$ cat src/rtl/sw_pkg.sv
package sw_pkg;
  localparam int NUM_CH    = 2;
  localparam int REG_W     = 8;
  localparam int BYTE_BITS = 8;
  localparam int INT_LSB   = 4;
  localparam int CNT_W     = $clog2(BYTE_BITS + 1);

  typedef struct packed {
    logic shiftRx;
    logic loadTx;
    logic shiftTx;
    logic drvAck;
    logic drvRelease;
    logic commit;
  } swStrobe_t;

  typedef enum logic [2:0] {
    S_IDLE, S_ADDR, S_ADDR_ACK, S_WR, S_WR_ACK, S_RD, S_RD_ACK, S_IGNORE
  } swState_t;
endpackage

$ cat src/rtl/sw_sync.sv
module sw_sync #(
  parameter int          WIDTH     = 2,
  parameter int          STAGES    = 2,
  parameter logic [WIDTH-1:0] RESET_VAL = '1
) (
  input  logic             clk,
  input  logic             rstN,
  input  logic [WIDTH-1:0] d,
  output logic [WIDTH-1:0] q
);
  logic [WIDTH-1:0] stageQ [STAGES];

  genvar g;
  for (g = 0; g < STAGES; g++) begin : gStage
    if (g == 0) begin : gFirst
      always_ff @(posedge clk or negedge rstN)
        if (!rstN) stageQ[g] <= RESET_VAL;
        else       stageQ[g] <= d;
    end else begin : gNext
      always_ff @(posedge clk or negedge rstN)
        if (!rstN) stageQ[g] <= RESET_VAL;
        else       stageQ[g] <= stageQ[g-1];
    end
  end

  assign q = stageQ[STAGES-1];
endmodule

$ cat src/rtl/sw_datapath.sv
module sw_datapath import sw_pkg::*; #(
  parameter int         SYNC_STAGES = 2,
  parameter logic [4:0] ADDR_PREFIX = 5'b11100
) (
  input  logic              clk,
  input  logic              rstN,
  input  logic              sclIn,
  input  logic              sdaIn,
  input  logic [1:0]        strap,
  input  logic [NUM_CH-1:0] intN,
  input  swStrobe_t         strb,
  output logic              sclRise,
  output logic              sclFall,
  output logic              startDet,
  output logic              stopDet,
  output logic              sdaBit,
  output logic              addrMatch,
  output logic              rwBit,
  output logic              sdaOe,
  output logic [NUM_CH-1:0] chanEn
);
  logic [1:0]        busS;
  logic              sclS, sdaS, sclD, sdaD;
  logic [NUM_CH-1:0] intS, intAct;
  logic [BYTE_BITS-1:0] rxQ;
  logic [REG_W-1:0]  txQ, regVal;
  logic [NUM_CH-1:0] chanQ;
  logic              oeQ;

  sw_sync #(.WIDTH(2), .STAGES(SYNC_STAGES), .RESET_VAL(2'b11)) i_busSync (
    .clk(clk), .rstN(rstN), .d({sclIn, sdaIn}), .q(busS));

  sw_sync #(.WIDTH(NUM_CH), .STAGES(SYNC_STAGES), .RESET_VAL('1)) i_intSync (
    .clk(clk), .rstN(rstN), .d(intN), .q(intS));

  assign sclS = busS[1];
  assign sdaS = busS[0];

  always_ff @(posedge clk or negedge rstN)
    if (!rstN) begin
      sclD <= 1'b1;
      sdaD <= 1'b1;
    end else begin
      sclD <= sclS;
      sdaD <= sdaS;
    end

  assign sclRise  =  sclS & ~sclD;
  assign sclFall  = ~sclS &  sclD;
  assign startDet =  sclS &  sclD &  sdaD & ~sdaS;
  assign stopDet  =  sclS &  sclD & ~sdaD &  sdaS;
  assign sdaBit   =  sdaS;

  // receive shifter and address compare
  always_ff @(posedge clk or negedge rstN)
    if (!rstN)            rxQ <= '0;
    else if (strb.shiftRx) rxQ <= {rxQ[BYTE_BITS-2:0], sdaS};

  assign addrMatch = (rxQ[BYTE_BITS-1:1] == {ADDR_PREFIX, strap});
  assign rwBit     = rxQ[0];

  // control byte: live status plus stored enables, other bits zero
  assign intAct = ~intS;
  always_comb begin
    regVal = '0;
    regVal[NUM_CH-1:0]        = chanQ;
    regVal[INT_LSB +: NUM_CH] = intAct;
  end

  always_ff @(posedge clk or negedge rstN)
    if (!rstN)           chanQ <= '0;
    else if (strb.commit) chanQ <= rxQ[NUM_CH-1:0];

  // transmit shifter and open-drain drive
  always_ff @(posedge clk or negedge rstN)
    if (!rstN) begin
      txQ <= '0;
      oeQ <= 1'b0;
    end else if (strb.loadTx) begin
      txQ <= regVal;
      oeQ <= ~regVal[REG_W-1];
    end else if (strb.shiftTx) begin
      txQ <= {txQ[REG_W-2:0], 1'b0};
      oeQ <= ~txQ[REG_W-2];
    end else if (strb.drvAck) begin
      oeQ <= 1'b1;
    end else if (strb.drvRelease) begin
      oeQ <= 1'b0;
    end

  assign sdaOe  = oeQ;
  assign chanEn = chanQ;

  AST_CHAN_HOLD: assert property (@(posedge clk) disable iff (!rstN)
    !strb.commit |=> $stable(chanQ));
  AST_ONE_SDA_ACTION: assert property (@(posedge clk) disable iff (!rstN)
    $onehot0({strb.loadTx, strb.shiftTx, strb.drvAck, strb.drvRelease}));
  AST_PULL_WHILE_SCL_LOW: assert property (@(posedge clk) disable iff (!rstN)
    $rose(oeQ) |-> !sclS);
endmodule

$ cat src/rtl/sw_control.sv
module sw_control import sw_pkg::*; (
  input  logic      clk,
  input  logic      rstN,
  input  logic      sclRise,
  input  logic      sclFall,
  input  logic      startDet,
  input  logic      stopDet,
  input  logic      sdaBit,
  input  logic      addrMatch,
  input  logic      rwBit,
  output swStrobe_t strb
);
  swState_t         stateQ, stateNx;
  logic [CNT_W-1:0] cntQ, cntNx;
  logic             rwQ, rwNx, ackQ, ackNx;

  localparam logic [CNT_W-1:0] LAST_BIT = CNT_W'(BYTE_BITS);
  localparam logic [CNT_W-1:0] ONE      = CNT_W'(1);

  always_ff @(posedge clk or negedge rstN)
    if (!rstN) begin
      stateQ <= S_IDLE;
      cntQ   <= '0;
      rwQ    <= 1'b0;
      ackQ   <= 1'b0;
    end else begin
      stateQ <= stateNx;
      cntQ   <= cntNx;
      rwQ    <= rwNx;
      ackQ   <= ackNx;
    end

  always_comb begin
    stateNx = stateQ;
    cntNx   = cntQ;
    rwNx    = rwQ;
    ackNx   = ackQ;
    strb    = '0;
    if (startDet) begin
      stateNx         = S_ADDR;
      cntNx           = '0;
      strb.drvRelease = 1'b1;
    end else if (stopDet) begin
      stateNx         = S_IDLE;
      strb.drvRelease = 1'b1;
    end else begin
      case (stateQ)
        S_ADDR, S_WR: begin
          if (sclRise && cntQ < LAST_BIT) begin
            strb.shiftRx = 1'b1;
            cntNx        = cntQ + ONE;
          end else if (sclFall && cntQ == LAST_BIT) begin
            if (stateQ == S_WR) begin
              strb.drvAck = 1'b1;
              stateNx     = S_WR_ACK;
            end else if (addrMatch) begin
              strb.drvAck = 1'b1;
              rwNx        = rwBit;
              stateNx     = S_ADDR_ACK;
            end else begin
              stateNx = S_IGNORE;
            end
          end
        end
        S_ADDR_ACK: if (sclFall) begin
          cntNx = '0;
          if (rwQ) begin
            strb.loadTx = 1'b1;
            stateNx     = S_RD;
          end else begin
            strb.drvRelease = 1'b1;
            stateNx         = S_WR;
          end
        end
        S_WR_ACK: if (sclFall) begin
          strb.commit     = 1'b1;
          strb.drvRelease = 1'b1;
          cntNx           = '0;
          stateNx         = S_WR;
        end
        S_RD: begin
          if (sclRise) cntNx = cntQ + ONE;
          else if (sclFall) begin
            if (cntQ == LAST_BIT) begin
              strb.drvRelease = 1'b1;
              stateNx         = S_RD_ACK;
            end else begin
              strb.shiftTx = 1'b1;
            end
          end
        end
        S_RD_ACK: begin
          if (sclRise) ackNx = !sdaBit;
          else if (sclFall) begin
            cntNx = '0;
            if (ackQ) begin
              strb.loadTx = 1'b1;
              stateNx     = S_RD;
            end else begin
              stateNx = S_IGNORE;
            end
          end
        end
        default: ;
      endcase
    end
  end

  AST_START_RESTARTS: assert property (@(posedge clk) disable iff (!rstN)
    startDet |=> (stateQ == S_ADDR));
  AST_STOP_TO_IDLE: assert property (@(posedge clk) disable iff (!rstN)
    (stopDet && !startDet) |=> (stateQ == S_IDLE));
  AST_IGNORED_SILENT: assert property (@(posedge clk) disable iff (!rstN)
    (stateQ == S_IGNORE) |-> !(strb.drvAck || strb.loadTx || strb.commit));
endmodule

$ cat src/rtl/chan_switch_ctl.sv
module chan_switch_ctl import sw_pkg::*; #(
  parameter int         SYNC_STAGES = 2,
  parameter logic [4:0] ADDR_PREFIX = 5'b11100
) (
  input  logic       clk,
  input  logic       rstN,
  input  logic       sclIn,
  input  logic       sdaIn,
  output logic       sdaOe,
  input  logic [1:0] strap,
  input  logic [1:0] intN,
  output logic [1:0] chanEn
);
  swStrobe_t strb;
  logic sclRise, sclFall, startDet, stopDet, sdaBit, addrMatch, rwBit;

  sw_datapath #(.SYNC_STAGES(SYNC_STAGES), .ADDR_PREFIX(ADDR_PREFIX)) i_datapath (
    .clk(clk), .rstN(rstN), .sclIn(sclIn), .sdaIn(sdaIn), .strap(strap),
    .intN(intN), .strb(strb), .sclRise(sclRise), .sclFall(sclFall),
    .startDet(startDet), .stopDet(stopDet), .sdaBit(sdaBit),
    .addrMatch(addrMatch), .rwBit(rwBit), .sdaOe(sdaOe), .chanEn(chanEn));

  sw_control i_control (
    .clk(clk), .rstN(rstN), .sclRise(sclRise), .sclFall(sclFall),
    .startDet(startDet), .stopDet(stopDet), .sdaBit(sdaBit),
    .addrMatch(addrMatch), .rwBit(rwBit), .strb(strb));
endmodule

$ cat config.mk
export PLATFORM = sky130hd
export DESIGN_NAME = chan_switch_ctl
export DESIGN_NICKNAME = d
export VERILOG_FILES = /design/src/rtl/sw_pkg.sv /design/src/rtl/sw_sync.sv /design/src/rtl/sw_datapath.sv /design/src/rtl/sw_control.sv /design/src/rtl/chan_switch_ctl.sv
export SDC_FILE = /design/constraint.sdc
export NUM_CORES = 1
export LEC_CHECK = 0
export BUFFER_PORTS_ARGS = -buffer_cell sky130_fd_sc_hd__buf_2
export CORE_ASPECT_RATIO = 0.8
export CORE_MARGIN = 2
export CORE_UTILIZATION = 40
export CTS_CLUSTER_DIAMETER = 50
export DETAILED_ROUTE_END_ITERATION = 10
export SLEW_MARGIN = 20
export SYNTH_ARGS = -nofsm -noshare
export SYNTH_HDL_FRONTEND = slang
export SYNTH_SLANG_ARGS = --single-unit
$ cat constraint.sdc
create_clock -name clk -period 2.6 [get_ports clk]
set_input_delay 0.13 -clock clk [delete_from_list [all_inputs] [get_ports clk]]
set_output_delay 0.13 -clock clk [all_outputs]
set_load 0.005 [all_outputs]
==> impl_results.html, run 1 <==
<table>
<tr><th>Metric</th><th>Value</th></tr>
<tr><th colspan="2">Finish</th></tr>
<tr><td>Number of fill cells</td><td>416</td></tr>
<tr><td>Area overhead of the layout relative to synthesis</td><td>12.3%</td></tr>
<tr><td>FF/Latch Area</td><td>938 µm²</td></tr>
<tr><td>Most common cell after layout, fill and taps aside</td><td>sky130_fd_sc_hd__dfrtp_1</td></tr>
<tr><td>Layout Nets</td><td>176</td></tr>
<tr><td>Final core utilization</td><td>45.9%</td></tr>
<tr><td>ANT cells</td><td>0</td></tr>
<tr><td>Most frequent cells in the layout</td><td>sky130_fd_sc_hd__dfrtp_1, sky130_fd_sc_hd__mux2_2, sky130_fd_sc_hd__dfstp_2, sky130_fd_sc_hd__buf_2</td></tr>
<tr><td>Fraction of final layout cells sized beyond drive strength 1</td><td>29.3%</td></tr>
<tr><td>Area taken by multi-input logic gates</td><td>approximately 830 µm²</td></tr>
<tr><th colspan="2">Placed design</th></tr>
<tr><td>Pre-CTS setup slack</td><td>between 0.8 and 0.9 ns</td></tr>
<tr><td>Final HPWL DP</td><td>2530 µm</td></tr>
<tr><td>Last weighted congestion value of the routability-driven placer</td><td>0.841</td></tr>
<tr><td>Port buffer count</td><td>10</td></tr>
<tr><th colspan="2">Logic synthesis</th></tr>
<tr><td>Portion of synthesized cell area occupied by the leading cell type</td><td>36.8%</td></tr>
<tr><td>Mapped cell area</td><td>1830 µm²</td></tr>
<tr><td>Gate count after technology mapping</td><td>roughly 150</td></tr>
<tr><td>Yosys warning count</td><td>0</td></tr>
<tr><td>Mean instance size in the synthesized netlist</td><td>roughly 12 µm²</td></tr>
<tr><td>Top FF cell, synth</td><td>sky130_fd_sc_hd__dfrtp_1</td></tr>
<tr><td>Flops &amp; latches, synth</td><td>37</td></tr>
<tr><td>Mapped Nets</td><td>roughly 160</td></tr>
<tr><td>Number of synthesized flops with an enable pin</td><td>0</td></tr>
<tr><td>Number of distinct library cells after synthesis</td><td>53</td></tr>
<tr><td>Sequential fraction of the synthesis area</td><td>51.2%</td></tr>
<tr><td>Most area-consuming cells after synthesis</td><td>sky130_fd_sc_hd__dfrtp_1, sky130_fd_sc_hd__dfstp_2, sky130_fd_sc_hd__mux2_2</td></tr>
<tr><td>Post-synthesis cell type with the largest combined area</td><td>sky130_fd_sc_hd__dfrtp_1</td></tr>
<tr><td>Async SR Flop Fraction</td><td>100%</td></tr>
<tr><th colspan="2">Timing</th></tr>
<tr><td>Highest attainable clock frequency</td><td>565 MHz</td></tr>
<tr><td>RSZ-0062 raised after global routing</td><td>no</td></tr>
<tr><td>Final critical delay including setup and external delays</td><td>between 1.5 and 2 ns</td></tr>
<tr><td>Final total negative setup slack</td><td>0 ns</td></tr>
<tr><td>Max transition margin</td><td>45.8%</td></tr>
<tr><td>Min setup slack post-route</td><td>about 0.83 ns</td></tr>
<tr><td>Final hold vios</td><td>0</td></tr>
<tr><td>Final worst hold slack</td><td>approximately 0.36 ns</td></tr>
<tr><td>Final Setup Violations</td><td>0</td></tr>
<tr><td>Count of final max-slew check failures</td><td>0</td></tr>
<tr><td>Clock skew after layout</td><td>0.00472 ns</td></tr>
<tr><td>Worst Max-Slew Pin Slew</td><td>0.814 ns</td></tr>
<tr><td>Tcrit/Tclk final</td><td>68.1%</td></tr>
<tr><th colspan="2">Critical path</th></tr>
<tr><td>Kind of critical path</td><td>reg2reg</td></tr>
<tr><td>Slowest stage cell, crit path</td><td>sky130_fd_sc_hd__dfstp_2</td></tr>
<tr><td>Critical Path Fanout Max</td><td>12</td></tr>
<tr><td>Setup slack, reg-to-reg</td><td>0.83 ns</td></tr>
<tr><td>Total buffers and inverters traversed by the critical path</td><td>0</td></tr>
<tr><td>Chain of cells forming the critical path</td><td>nand2_1, or2_2, o21ai_1, mux2_1</td></tr>
<tr><td>Worst path max stage delay</td><td>0.65 ns</td></tr>
<tr><td>Startpoint of the lowest-slack register-to-register path</td><td>i_datapath.i_busSync.q[1]$_DFF_PN1_</td></tr>
<tr><td>Crit path launch type</td><td>register</td></tr>
<tr><td>Worst reg2reg endpoint</td><td>i_control.stateQ[0]$_DFFE_PN0P_</td></tr>
<tr><td>Crit. End Element</td><td>register</td></tr>
<tr><td>Worst Path Required</td><td>2.77 ns</td></tr>
<tr><td>Depth of the worst register-to-register path</td><td>4</td></tr>
<tr><td>Data arrival at the endpoint of the critical path</td><td>1.94 ns</td></tr>
<tr><td>Cell type group with the largest total delay on the critical path</td><td>flip-flops</td></tr>
<tr><th colspan="2">Drt</th></tr>
<tr><td>Remaining antenna violation count after routing</td><td>0</td></tr>
<tr><td>Starting DRT DRC Count</td><td>86</td></tr>
<tr><td>Final wirelength</td><td>3520 µm</td></tr>
<tr><td>Avg Vias per Cell</td><td>about 5.5</td></tr>
<tr><td>WL/cell</td><td>15.5 µm</td></tr>
<tr><td>Count of TritonRoute iterations in the first routing pass</td><td>4</td></tr>
<tr><td>DRC Markers</td><td>0</td></tr>
<tr><td>Routed vias</td><td>~1200</td></tr>
<tr><th colspan="2">Floorplan</th></tr>
<tr><td>Count of pins on the block boundary</td><td>11</td></tr>
<tr><td>Placeable Area</td><td>between 4000 and 5000 µm²</td></tr>
<tr><td>Chip height</td><td>64.6 µm</td></tr>
<tr><td>Row count</td><td>22</td></tr>
<tr><td>Die area</td><td>5150 µm²</td></tr>
<tr><td>Initial core utilization</td><td>40.9%</td></tr>
<tr><td>Die Wd</td><td>79.7 µm</td></tr>
<tr><th colspan="2">Clock network</th></tr>
<tr><td>Clk buf depth</td><td>2</td></tr>
<tr><td>Clock latency on the worst-skew pair</td><td>0.29 ns</td></tr>
<tr><td>Number of buffers inserted during clock tree synthesis</td><td>5</td></tr>
<tr><td>H-Tree Level Count</td><td>2</td></tr>
<tr><td>Clock-pin transition on the worst setup and hold timing paths</td><td>roughly 0.070 ns</td></tr>
<tr><td>CTS-repair resized insts</td><td>0</td></tr>
<tr><td>Clk Tree Root Cell</td><td>sky130_fd_sc_hd__clkbuf_8</td></tr>
<tr><td>TritonCTS clock tree</td><td>done</td></tr>
<tr><td>Clock sink count</td><td>37</td></tr>
<tr><th colspan="2">Flow run</th></tr>
<tr><td>Reported max-cap violation count</td><td>0</td></tr>
<tr><th colspan="2">Global routing</th></tr>
<tr><td>Remaining global-route overflow</td><td>0</td></tr>
<tr><td>Number of global-route vias before repair</td><td>1266</td></tr>
<tr><td>All-layer global routing usage</td><td>15.8%</td></tr>
<tr><td>First-pass GRT wire length</td><td>6220 µm</td></tr>
<tr><td>Largest net degree at the start of global routing</td><td>38</td></tr>
<tr><td>Antenna violations before repair</td><td>0</td></tr>
<tr><th colspan="2">Power</th></tr>
<tr><td>Share of total power consumed by net switching</td><td>around 36%</td></tr>
<tr><td>Net switching power</td><td>687 µW</td></tr>
<tr><td>Internal Power</td><td>1210 µW</td></tr>
<tr><td>Leakage Power</td><td>0.000915 µW</td></tr>
<tr><td>IR drop worst, VDD</td><td>293 µV</td></tr>
<tr><td>Clock network power share</td><td>20.3%</td></tr>
<tr><td>Total power divided by cell area</td><td>920 nW/µm²</td></tr>
<tr><td>Combinational power share</td><td>31.2%</td></tr>
<tr><td>Flop pwr share</td><td>48.4%</td></tr>
<tr><th colspan="2">Hold path</th></tr>
<tr><td>Instance count along the most critical hold path</td><td>0</td></tr>
<tr><td>Launch instance of the worst min-delay path</td><td>i_datapath.i_intSync.stageQ[2]$_DFF_PN1_</td></tr>
<tr><td>Hold endpoint</td><td>i_datapath.i_intSync.q[0]$_DFF_PN1_</td></tr>
<tr><td>Hold Path Class</td><td>reg2reg</td></tr>
<tr><th colspan="2">Run status</th></tr>
<tr><td>Result of the run</td><td>finished, final reports clean</td></tr>
</table>
==> cells by family (layout without fill, tap and decap cells) <==
logic type	after synthesis	count (layout)	synth area share [%]
muxes	21	21	12.3
AOI/OAI and AO/OA	29	29	12.7
buffers and inverters	12	31	3.41
and+or+nand+nor	44	44	17.6
DFF	37	37	51.2
xor gates and xnor gates	3	3	1.43
adders and majority gates	2	2	1.36
==> worst max-delay path by stage <==
| stage | slack (ns) | cells after the start | start | end |
|---|---|---|---|---|
| after floorplan | 1.01 | 5 | i_datapath.i_busSync.q[1]$_DFF_PN1_ | i_control.stateQ[0]$_DFFE_PN0P_ |
| after global placement | 0.88 | 4 | i_datapath.i_busSync.q[1]$_DFF_PN1_ | i_control.stateQ[0]$_DFFE_PN0P_ |
| after detailed placement | 0.86 | 4 | i_datapath.i_busSync.q[1]$_DFF_PN1_ | i_control.stateQ[0]$_DFFE_PN0P_ |
| after CTS | 0.84 | 4 | i_datapath.i_busSync.q[1]$_DFF_PN1_ | i_control.stateQ[0]$_DFFE_PN0P_ |
| after global routing | 0.71 | 4 | i_control.stateQ[2]$_DFFE_PN0P_ | i_datapath.txQ[4]$_DFFE_PN0P_ |
| final | 0.83 | 4 | i_datapath.i_busSync.q[1]$_DFF_PN1_ | i_control.stateQ[0]$_DFFE_PN0P_ |
==> metal layers <==
metal	vias to the layer above	part of all wire, %	GRT usage, %
met5	-	0	0
met1	615	47	21.3
met3	8	4.9	4.32
met2	33	47	24.8
met4	0	1.5	5.17
li1	586	-	-
==> worst register-to-register path, delay by kind of cell (launching register included) <==
kind	cells	cell delay (ns)
compound gates	1	0.17
flops	1	0.65
mux	1	0.36
simple gates	2	0.48
==> cell type report <==
class | instances | share of cell area (%)
inverter | 8 | 1.46
multi-input combinational | 99 | 40.5
clock inverter | 2 | 0.486
sequential | 37 | 45.6
tap | 60 | 3.65
timing repair buffer | 15 | 4.86
clock buffer | 6 | 3.52
==> sequential cells by signal (all words and copies together) (netlist names), 2 cells and up <==
signal,flops
i_datapath.i_busSync.q,2
i_datapath.chanEn,2
i_datapath.i_intSync.q,2
i_datapath.rxQ,8
i_datapath.i_busSync.stageQ,2
i_datapath.txQ,7
i_control.stateQ,3
i_datapath.i_intSync.stageQ,2
i_control.cntQ,4
==> metrics by stage <==
| step | instance area (µm²) | power, µW | std cells |
|---|---|---|---|
| 6_report | 2060 | 1890 | 227 |
| 5_1_grt | 2060 | 2030 | 227 |
| 4_1_cts | 2060 | 1910 | 227 |
| 3_5_place_dp | 1930 | 1510 | 214 |
| 3_3_place_gp | 1930 | 1480 | 214 |
| 2_1_floorplan | 1830 | 1360 | 148 |
==> synth_stat cells, types with 4 or more instances <==
master	count
sky130_fd_sc_hd__nand2_1	4
sky130_fd_sc_hd__nor2_1	8
sky130_fd_sc_hd__dfrtp_1	27
sky130_fd_sc_hd__mux2i_1	8
sky130_fd_sc_hd__nand3b_1	4
sky130_fd_sc_hd__mux2_2	10
sky130_fd_sc_hd__inv_1	8
sky130_fd_sc_hd__o21ai_0	4
sky130_fd_sc_hd__dfstp_2	10
==> power by group through the flow <==
stage,Sequential [µW],Combinational [µW],Clock (µW)
6_report,917,592,385
5_1_grt,940,658,430
4_1_cts,915,595,399
3_5_place_dp,922,587,0
3_3_place_gp,912,569,0
2_1_floorplan,828,531,0
==> repair_timing <==
action | in CTS | in global routing
endpoints found under the hold margin | 31 | 0
hold buffers | 5 | 0
setup buffers | 0 | 0
Note: power is estimated with default switching activity, not from simulation.
==> run 2: changes to the inputs <==
clock period = 1.55 ns   (was 2.6 ns; I/O delays follow)
==> run 2 against run 1 <==
Net effect:
- worst hold slack got worse by 0.0029 ns
- sequential share of layout area fell by 7.0 points
- wire length rose by 12%
- die area did not move
- highest routed layer unchanged
- largest power group is now combinational logic
- clock power rose by 79%
- global-route usage rose by 0.21 points
- non-clock buffer count rose by 29
- the flow now finishes with violations (negative setup slack)
- core utilization rose by 8.6 points
- worst setup slack got worse by 0.84 ns
==> impl_results.html, run 2 (synthesis results as in run 1) <==
<table>
<tr><th>Metric</th><th>Value</th></tr>
<tr><th colspan="2">Power</th></tr>
<tr><td>Leakage Power</td><td>0.00110 µW (+21%)</td></tr>
<tr><td>Total power divided by cell area</td><td>1550 nW/µm² (+68%)</td></tr>
<tr><td>Total design power</td><td>3790 µW (+100%)</td></tr>
<tr><td>IR drop worst, VDD</td><td>731 µV (+150%)</td></tr>
<tr><th colspan="2">Drt</th></tr>
<tr><td>WL/cell</td><td>15.4 µm (-0.82%)</td></tr>
<tr><td>Count of TritonRoute iterations in the first routing pass</td><td>4 (unchanged)</td></tr>
<tr><td>Remaining antenna violation count after routing</td><td>0 (unchanged)</td></tr>
<tr><td>Avg Vias per Cell</td><td>5.23 (-4.5%)</td></tr>
<tr><td>Starting DRT DRC Count</td><td>108 (+26%)</td></tr>
<tr><td>DRC Markers</td><td>0 (unchanged)</td></tr>
<tr><td>Routed vias</td><td>1338 (+7.7%)</td></tr>
<tr><td>Final wirelength</td><td>3940 µm (+12%)</td></tr>
<tr><th colspan="2">Global routing</th></tr>
<tr><td>Remaining global-route overflow</td><td>0 (unchanged)</td></tr>
<tr><td>First-pass GRT wire length</td><td>6400 µm (+2.8%)</td></tr>
<tr><td>All-layer global routing usage</td><td>16.0% (+0.21 points)</td></tr>
<tr><td>Largest net degree at the start of global routing</td><td>38 (unchanged)</td></tr>
<tr><td>Antenna violations before repair</td><td>0 (unchanged)</td></tr>
<tr><td>Number of global-route vias before repair</td><td>1363 (+7.7%)</td></tr>
<tr><th colspan="2">Finish</th></tr>
<tr><td>Top flop regs</td><td>i_datapath.rxQ x8, i_datapath.txQ x7, i_control.cntQ x4</td></tr>
<tr><td>Most common cell after layout, fill and taps aside</td><td>sky130_fd_sc_hd__buf_4</td></tr>
<tr><td>Most frequent cells in the layout</td><td>sky130_fd_sc_hd__buf_4, sky130_fd_sc_hd__dfrtp_1, sky130_fd_sc_hd__dfstp_2, sky130_fd_sc_hd__buf_2</td></tr>
<tr><td>Final core utilization</td><td>54.5% (+8.6 points)</td></tr>
<tr><td>Area taken by multi-input logic gates</td><td>956 µm² (+15%)</td></tr>
<tr><td>Fraction of final layout cells sized beyond drive strength 1</td><td>51.5% (+22 points)</td></tr>
<tr><td>Number of fill cells</td><td>379 (-8.9%)</td></tr>
<tr><td>Area overhead of the layout relative to synthesis</td><td>33.2%</td></tr>
<tr><td>Number of flip-flops in the largest register</td><td>8 (unchanged)</td></tr>
<tr><td>Cell area after layout</td><td>2440 µm² (+19%)</td></tr>
<tr><td>FF/Latch Area</td><td>942 µm² (+0.40%)</td></tr>
<tr><td>Layout Nets</td><td>205 (+16%)</td></tr>
<tr><td>ANT cells</td><td>0 (unchanged)</td></tr>
<tr><td>Top register by number of flip-flops</td><td>i_datapath.rxQ</td></tr>
<tr><th colspan="2">Critical path</th></tr>
<tr><td>Depth of the worst register-to-register path</td><td>5 (+1)</td></tr>
<tr><td>Kind of critical path</td><td>reg2reg</td></tr>
<tr><td>Worst reg2reg endpoint</td><td>i_control.stateQ[2]$_DFFE_PN0P_</td></tr>
<tr><td>Crit. End Element</td><td>register</td></tr>
<tr><td>Setup slack, reg-to-reg</td><td>-0.007 ns (-0.84 ns)</td></tr>
<tr><td>Crit path launch type</td><td>register</td></tr>
<tr><td>Worst Path Required</td><td>1.70 ns (-1.07 ns)</td></tr>
<tr><td>Startpoint of the lowest-slack register-to-register path</td><td>i_datapath.rxQ[2]$_DFFE_PN0P_</td></tr>
<tr><td>Critical Path Fanout Max</td><td>3 (-9)</td></tr>
<tr><td>Data arrival at the endpoint of the critical path</td><td>1.71 ns (-0.23 ns)</td></tr>
<tr><th colspan="2">Timing</th></tr>
<tr><td>Final worst hold slack</td><td>0.356 ns (-0.00291 ns)</td></tr>
<tr><td>Final critical delay including setup and external delays</td><td>1.56 ns (-0.213 ns)</td></tr>
<tr><td>Count of final max-slew check failures</td><td>0 (unchanged)</td></tr>
<tr><td>Tcrit/Tclk final</td><td>100% (+32 points)</td></tr>
<tr><td>Clock skew after layout</td><td>0.0127 ns (+0.00793 ns)</td></tr>
<tr><td>Final Setup Violations</td><td>1 (+1)</td></tr>
<tr><td>Max transition margin</td><td>68.4% (+23 points)</td></tr>
<tr><td>RSZ-0062 raised after global routing</td><td>yes</td></tr>
<tr><td>Highest attainable clock frequency</td><td>642 MHz (+14%)</td></tr>
<tr><td>Final hold vios</td><td>0 (unchanged)</td></tr>
<tr><td>Worst Max-Slew Pin Slew</td><td>0.474 ns (-0.340 ns)</td></tr>
<tr><td>Min setup slack post-route</td><td>-0.00728 ns (-0.837 ns)</td></tr>
<tr><th colspan="2">Floorplan</th></tr>
<tr><td>Count of pins on the block boundary</td><td>11 (unchanged)</td></tr>
<tr><td>Initial core utilization</td><td>40.9% (unchanged)</td></tr>
<tr><td>Row count</td><td>22 (unchanged)</td></tr>
<tr><td>Die Wd</td><td>79.7 µm (unchanged)</td></tr>
<tr><td>Die area</td><td>5150 µm² (unchanged)</td></tr>
<tr><td>Placeable Area</td><td>4490 µm² (unchanged)</td></tr>
<tr><td>Chip height</td><td>64.6 µm (unchanged)</td></tr>
<tr><th colspan="2">Run status</th></tr>
<tr><td>Result of the run</td><td>finished with violations</td></tr>
<tr><td>Failing checks</td><td>negative setup slack</td></tr>
<tr><th colspan="2">Clock network</th></tr>
<tr><td>TritonCTS clock tree</td><td>done</td></tr>
<tr><td>Clock-pin transition on the worst setup and hold timing paths</td><td>0.06 ns (about the same)</td></tr>
<tr><td>Number of buffers inserted during clock tree synthesis</td><td>5 (unchanged)</td></tr>
<tr><td>Clk Tree Root Cell</td><td>sky130_fd_sc_hd__clkbuf_8</td></tr>
<tr><td>Clock sink count</td><td>37 (unchanged)</td></tr>
<tr><td>Clock latency on the worst-skew pair</td><td>0.28 ns (about the same)</td></tr>
<tr><td>Clk buf depth</td><td>2 (unchanged)</td></tr>
<tr><td>H-Tree Level Count</td><td>2 (unchanged)</td></tr>
<tr><th colspan="2">Flow run</th></tr>
<tr><td>Reported max-cap violation count</td><td>0 (unchanged)</td></tr>
<tr><th colspan="2">Placed design</th></tr>
<tr><td>Port buffer count</td><td>10 (unchanged)</td></tr>
<tr><td>Final HPWL DP</td><td>2570 µm (+1.4%)</td></tr>
<tr><td>Cell area reported after detailed placement</td><td>2110 µm² (+9.5%)</td></tr>
<tr><td>Last weighted congestion value of the routability-driven placer</td><td>0.828 (-1.5%)</td></tr>
<tr><td>Pre-CTS setup slack</td><td>-0.120 ns (-0.981 ns)</td></tr>
<tr><th colspan="2">Hold path</th></tr>
<tr><td>Instance count along the most critical hold path</td><td>0 (unchanged)</td></tr>
<tr><td>Hold Path Class</td><td>reg2reg</td></tr>
<tr><td>Launch instance of the worst min-delay path</td><td>i_datapath.i_busSync.stageQ[2]$_DFF_PN1_</td></tr>
<tr><td>Hold endpoint</td><td>i_datapath.i_busSync.q[0]$_DFF_PN1_</td></tr>
</table>
## run 2: cell count changes in the layout (fill, tap and decap cells not counted), sizes merged
cell / previous run / this run
buf: 10 / 39
clkbuf: 6 / 8
clkinv: 2 / 0
## run 2: cell type report
type,instances,area share (%)
timing repair buffer,44,14.3
inverter,8,1.23
clock buffer,8,3.69
multi-input combinational,99,39.1
tap,60,3.07
sequential,37,38.6
## run 2: repair_timing
item                                    4_1_cts  5_1_grt
hold endpoints to repair                     31        0
setup buffers                                 3        4
pin swaps                                     3        2
hold buffers                                  5        0
endpoints found under the setup margin       22       24
gates resized for setup                      13       26
## run 2: worst max-delay path by stage
stage | cells after the start | end | start
floorplan | 4 | i_datapath.rxQ[0]$_DFFE_PN0P_ | i_datapath.i_busSync.q[1]$_DFF_PN1_
global placement | 3 | i_datapath.chanEn[1]$_DFFE_PN0P_ | i_control.stateQ[2]$_DFFE_PN0P_
detailed placement | 3 | i_datapath.chanEn[0]$_DFFE_PN0P_ | i_control.stateQ[2]$_DFFE_PN0P_
CTS | 5 | i_control.rwQ$_DFFE_PN0P_ | i_datapath.i_busSync.q[1]$_DFF_PN1_
global route | 5 | i_control.stateQ[2]$_DFFE_PN0P_ | i_datapath.rxQ[1]$_DFFE_PN0P_
finish | 5 | i_control.stateQ[2]$_DFFE_PN0P_ | i_datapath.rxQ[2]$_DFFE_PN0P_
## run 2: through the flow
step | setup TNS [ns] | std cells
2_1_floorplan | 0 | 148
3_3_place_gp | -0.485 | 236
3_5_place_dp | -0.881 | 236
4_1_cts | -0.00892 | 252
5_1_grt | -0.441 | 256
6_report | -0.00728 | 256
## run 2: power breakdown
part | total, µW | internal, µW | leakage [µW] | switching, µW
Sequential | 1460 | 1210 | 0.000450 | 249
Combinational | 1640 | 908 | 0.000610 | 732
Clock | 688 | 363 | 0.0000455 | 325
Total | 3790 | 2480 | 0.00110 | 1310
## run 2: layer usage
layer  wire length [µm]  global-route usage, %  vias to the layer above
met5                  0                      0                        -
met4                  8                   4.74                        0
met3                138                   3.76                        2
met2               1890                   24.6                       24
met1               1900                   22.6                      668
li1                   -                      -                      644
## run 2: worst max-delay path, stage by stage, from the launching register on
cell and delay, ns:
sky130_fd_sc_hd__dfrtp_1 0.42, sky130_fd_sc_hd__xor2_2 0.18, sky130_fd_sc_hd__nor4_4 0.08, sky130_fd_sc_hd__buf_4 0.14, sky130_fd_sc_hd__a311o_1 0.35, sky130_fd_sc_hd__a222oi_1 0.26
==> run 3: changes to the inputs <==
SKIP_CTS_REPAIR_TIMING = 1   (was not set)
==> run 3 against run 2 <==
Net effect:
- the run still ends with negative setup slack left
- sequential share of layout area increased by 0.39 points
- worst hold slack about the same
- first-iteration DRC count decreased by 39%
- clock skew decreased by 0.0012 ns
- die area unchanged
- core utilization decreased by 0.61 points
- critical path depth unchanged
- clock-buffer cell count unchanged
- critical path type unchanged
- largest power group unchanged
- highest routed layer unchanged
==> impl_results.html, run 3 (synthesis results as in run 1) <==
<table>
<tr><th>Metric</th><th>Value</th></tr>
<tr><th colspan="2">Run status</th></tr>
<tr><td>Result of the run</td><td>finished with violations</td></tr>
<tr><td>Failing checks</td><td>negative setup slack</td></tr>
<tr><th colspan="2">Finish</th></tr>
<tr><td>Non-Filler Instances</td><td>257 (+0.39%)</td></tr>
<tr><td>Number of fill cells</td><td>383 (+1.1%)</td></tr>
<tr><td>Fraction of final layout cells sized beyond drive strength 1</td><td>49.2% (-2.3 points)</td></tr>
<tr><td>Top register by number of flip-flops</td><td>i_datapath.rxQ</td></tr>
<tr><td>Layout Nets</td><td>206 (+0.49%)</td></tr>
<tr><td>Area overhead of the layout relative to synthesis</td><td>31.7%</td></tr>
<tr><td>Number of flip-flops in the largest register</td><td>8 (unchanged)</td></tr>
<tr><td>ANT cells</td><td>0 (unchanged)</td></tr>
<tr><td>Most frequent cells in the layout</td><td>sky130_fd_sc_hd__dfrtp_1, sky130_fd_sc_hd__buf_4, sky130_fd_sc_hd__mux2_2, sky130_fd_sc_hd__dfstp_2, sky130_fd_sc_hd__buf_2</td></tr>
<tr><td>Top flop regs</td><td>i_datapath.rxQ x8, i_datapath.txQ x7, i_control.cntQ x4</td></tr>
<tr><th colspan="2">Critical path</th></tr>
<tr><td>Critical Path Fanout Max</td><td>8 (+5)</td></tr>
<tr><td>Crit path launch type</td><td>register</td></tr>
<tr><td>Setup slack, reg-to-reg</td><td>-0.04 ns (-0.04 ns)</td></tr>
<tr><td>Chain of cells forming the critical path</td><td>inv_1, nand2_1, nor3_4, buf_12, mux2_1</td></tr>
<tr><td>Crit. End Element</td><td>register</td></tr>
<tr><td>Worst reg2reg endpoint</td><td>i_datapath.rxQ[5]$_DFFE_PN0P_</td></tr>
<tr><td>Depth of the worst register-to-register path</td><td>5 (unchanged)</td></tr>
<tr><td>Data arrival at the endpoint of the critical path</td><td>1.75 ns (+0.04 ns)</td></tr>
<tr><td>Worst Path Required</td><td>1.71 ns (about the same)</td></tr>
<tr><td>Worst path max stage delay</td><td>0.66 ns (+0.24 ns)</td></tr>
<tr><td>Slowest stage cell, crit path</td><td>sky130_fd_sc_hd__dfstp_2</td></tr>
<tr><td>Kind of critical path</td><td>reg2reg</td></tr>
<tr><td>Startpoint of the lowest-slack register-to-register path</td><td>i_datapath.sclD$_DFF_PN1_</td></tr>
<tr><th colspan="2">Power</th></tr>
<tr><td>Total power divided by cell area</td><td>1540 nW/µm² (-0.45%)</td></tr>
<tr><td>Total design power</td><td>3730 µW (-1.6%)</td></tr>
<tr><td>Leakage Power</td><td>0.00110 µW (-0.40%)</td></tr>
<tr><td>IR drop worst, VDD</td><td>699 µV (-4.4%)</td></tr>
<tr><th colspan="2">Timing</th></tr>
<tr><td>Final worst hold slack</td><td>0.356 ns (+0.000119 ns)</td></tr>
<tr><td>Clock skew after layout</td><td>0.0114 ns (-0.00122 ns)</td></tr>
<tr><td>Highest attainable clock frequency</td><td>627 MHz (-2.4%)</td></tr>
<tr><td>Final Setup Violations</td><td>10 (+9)</td></tr>
<tr><td>Max transition margin</td><td>68.5% (+0.14 points)</td></tr>
<tr><td>Final hold vios</td><td>0 (unchanged)</td></tr>
<tr><td>Count of final max-slew check failures</td><td>0 (unchanged)</td></tr>
<tr><td>Tcrit/Tclk final</td><td>103% (+2.4 points)</td></tr>
<tr><td>Final critical delay including setup and external delays</td><td>1.59 ns (+0.0376 ns)</td></tr>
<tr><td>Min setup slack post-route</td><td>-0.0449 ns (-0.0376 ns)</td></tr>
<tr><td>Worst Max-Slew Pin Slew</td><td>0.472 ns (-0.00205 ns)</td></tr>
<tr><td>RSZ-0062 raised after global routing</td><td>yes</td></tr>
<tr><th colspan="2">Clock network</th></tr>
<tr><td>H-Tree Level Count</td><td>2 (unchanged)</td></tr>
<tr><td>Clock-pin transition on the worst setup and hold timing paths</td><td>0.08 ns (+0.02 ns)</td></tr>
<tr><td>Clock latency on the worst-skew pair</td><td>0.28 ns (about the same)</td></tr>
<tr><td>Clk buf depth</td><td>2 (unchanged)</td></tr>
<tr><td>Clock sink count</td><td>37 (unchanged)</td></tr>
<tr><td>Number of buffers inserted during clock tree synthesis</td><td>5 (unchanged)</td></tr>
<tr><td>TritonCTS clock tree</td><td>done</td></tr>
<tr><td>Clk Tree Root Cell</td><td>sky130_fd_sc_hd__clkbuf_8</td></tr>
<tr><th colspan="2">Flow run</th></tr>
<tr><td>Reported max-cap violation count</td><td>0 (unchanged)</td></tr>
<tr><th colspan="2">Drt</th></tr>
<tr><td>Starting DRT DRC Count</td><td>66 (-39%)</td></tr>
<tr><td>Final wirelength</td><td>3830 µm (-2.7%)</td></tr>
<tr><td>Remaining antenna violation count after routing</td><td>0 (unchanged)</td></tr>
<tr><td>Count of TritonRoute iterations in the first routing pass</td><td>4 (unchanged)</td></tr>
<tr><td>WL/cell</td><td>14.9 µm (-3.1%)</td></tr>
<tr><td>Avg Vias per Cell</td><td>5.25 (+0.50%)</td></tr>
<tr><td>Routed vias</td><td>1350 (+0.90%)</td></tr>
<tr><td>DRC Markers</td><td>0 (unchanged)</td></tr>
<tr><th colspan="2">Floorplan</th></tr>
<tr><td>Row count</td><td>22 (unchanged)</td></tr>
<tr><td>Count of pins on the block boundary</td><td>11 (unchanged)</td></tr>
<tr><td>Chip height</td><td>64.6 µm (unchanged)</td></tr>
<tr><td>Placeable Area</td><td>4490 µm² (unchanged)</td></tr>
<tr><td>Die Wd</td><td>79.7 µm (unchanged)</td></tr>
<tr><td>Initial core utilization</td><td>40.9% (unchanged)</td></tr>
<tr><td>Die area</td><td>5150 µm² (unchanged)</td></tr>
<tr><th colspan="2">Placed design</th></tr>
<tr><td>Port buffer count</td><td>10 (unchanged)</td></tr>
<tr><td>Final HPWL DP</td><td>2570 µm (unchanged)</td></tr>
<tr><td>Last weighted congestion value of the routability-driven placer</td><td>0.828 (unchanged)</td></tr>
<tr><td>Pre-CTS setup slack</td><td>-0.120 ns (unchanged)</td></tr>
<tr><td>Count of placed standard cells including taps</td><td>236 (unchanged)</td></tr>
<tr><th colspan="2">Global routing</th></tr>
<tr><td>Number of global-route vias before repair</td><td>1330 (-2.4%)</td></tr>
<tr><td>Largest net degree at the start of global routing</td><td>38 (unchanged)</td></tr>
<tr><td>First-pass GRT wire length</td><td>6180 µm (-3.5%)</td></tr>
<tr><td>All-layer global routing usage</td><td>15.4% (-0.58 points)</td></tr>
<tr><td>Antenna violations before repair</td><td>0 (unchanged)</td></tr>
<tr><td>Remaining global-route overflow</td><td>0 (unchanged)</td></tr>
<tr><th colspan="2">Hold path</th></tr>
<tr><td>Hold Path Class</td><td>reg2reg</td></tr>
<tr><td>Hold endpoint</td><td>i_datapath.i_busSync.q[0]$_DFF_PN1_</td></tr>
<tr><td>Launch instance of the worst min-delay path</td><td>i_datapath.i_busSync.stageQ[2]$_DFF_PN1_</td></tr>
<tr><td>Instance count along the most critical hold path</td><td>0 (unchanged)</td></tr>
</table>
==> run 3: metrics by stage <==
stage | utilization, % | TNS (ns) | area, µm²
after floorplan | - | 0 | 1840
after global placement | 47.0 | -0.485 | 2110
after detailed placement | 47.0 | -0.881 | 2110
after CTS | 49.1 | -1.31 | 2200
after global routing | 53.8 | -1.32 | 2420
final | 53.8 | -0.255 | 2420
==> run 3: worst max-delay path by stage <==
stage                                              startpoint  slack [ns]  cells past startpoint                                to
after floorplan           i_datapath.i_busSync.q[1]$_DFF_PN1_        0.02                      4     i_datapath.rxQ[0]$_DFFE_PN0P_
after global placement        i_control.stateQ[2]$_DFFE_PN0P_       -0.09                      3  i_datapath.chanEn[1]$_DFFE_PN0P_
final                               i_datapath.sclD$_DFF_PN1_       -0.04                      5     i_datapath.rxQ[5]$_DFFE_PN0P_
after CTS                     i_control.stateQ[2]$_DFFE_PN0P_       -0.14                      3  i_datapath.chanEn[0]$_DFFE_PN0P_
after global routing                i_datapath.sclD$_DFF_PN1_       -0.09                      5     i_datapath.txQ[1]$_DFFE_PN0P_
after detailed placement      i_control.stateQ[2]$_DFFE_PN0P_       -0.12                      3  i_datapath.chanEn[0]$_DFFE_PN0P_
==> run 3: critical path, delay by kind of cell, from the launching register on <==
kind	cells	cell delay [ns]
multiplexers	1	0.30
AND/OR/NAND/NOR	2	0.23
flip-flops	1	0.66
buffers and inverters	2	0.28
==> run 3: final cells by class <==
| class | instances | area [µm²] | area share (%) |
|---|---|---|---|
| Clock buffer | 8 | 90.1 | 3.73 |
| Inverter | 8 | 30.0 | 1.24 |
| Tap cell | 60 | 75.1 | 3.11 |
| Timing Repair Buffer | 45 | 353 | 14.6 |
| Multi-Input combinational cell | 99 | 927 | 38.4 |
| Sequential cell | 37 | 941 | 38.9 |
==> run 3: power breakdown <==
group | internal, µW | total, µW | switching, µW | leakage (µW)
sequential | 1210 | 1460 | 252 | 0.000451
clock | 363 | 685 | 322 | 0.0000455
combinational | 874 | 1580 | 708 | 0.000604
total | 2440 | 3730 | 1280 | 0.00110
==> run 3: layer usage <==
metal	share of wire [%]	track usage, %	vias up
met4	0.21	4.74	0
met1	48	22.0	678
met5	0	0	-
li1	-	-	647
met2	48	23.3	23
met3	3.5	3.76	2
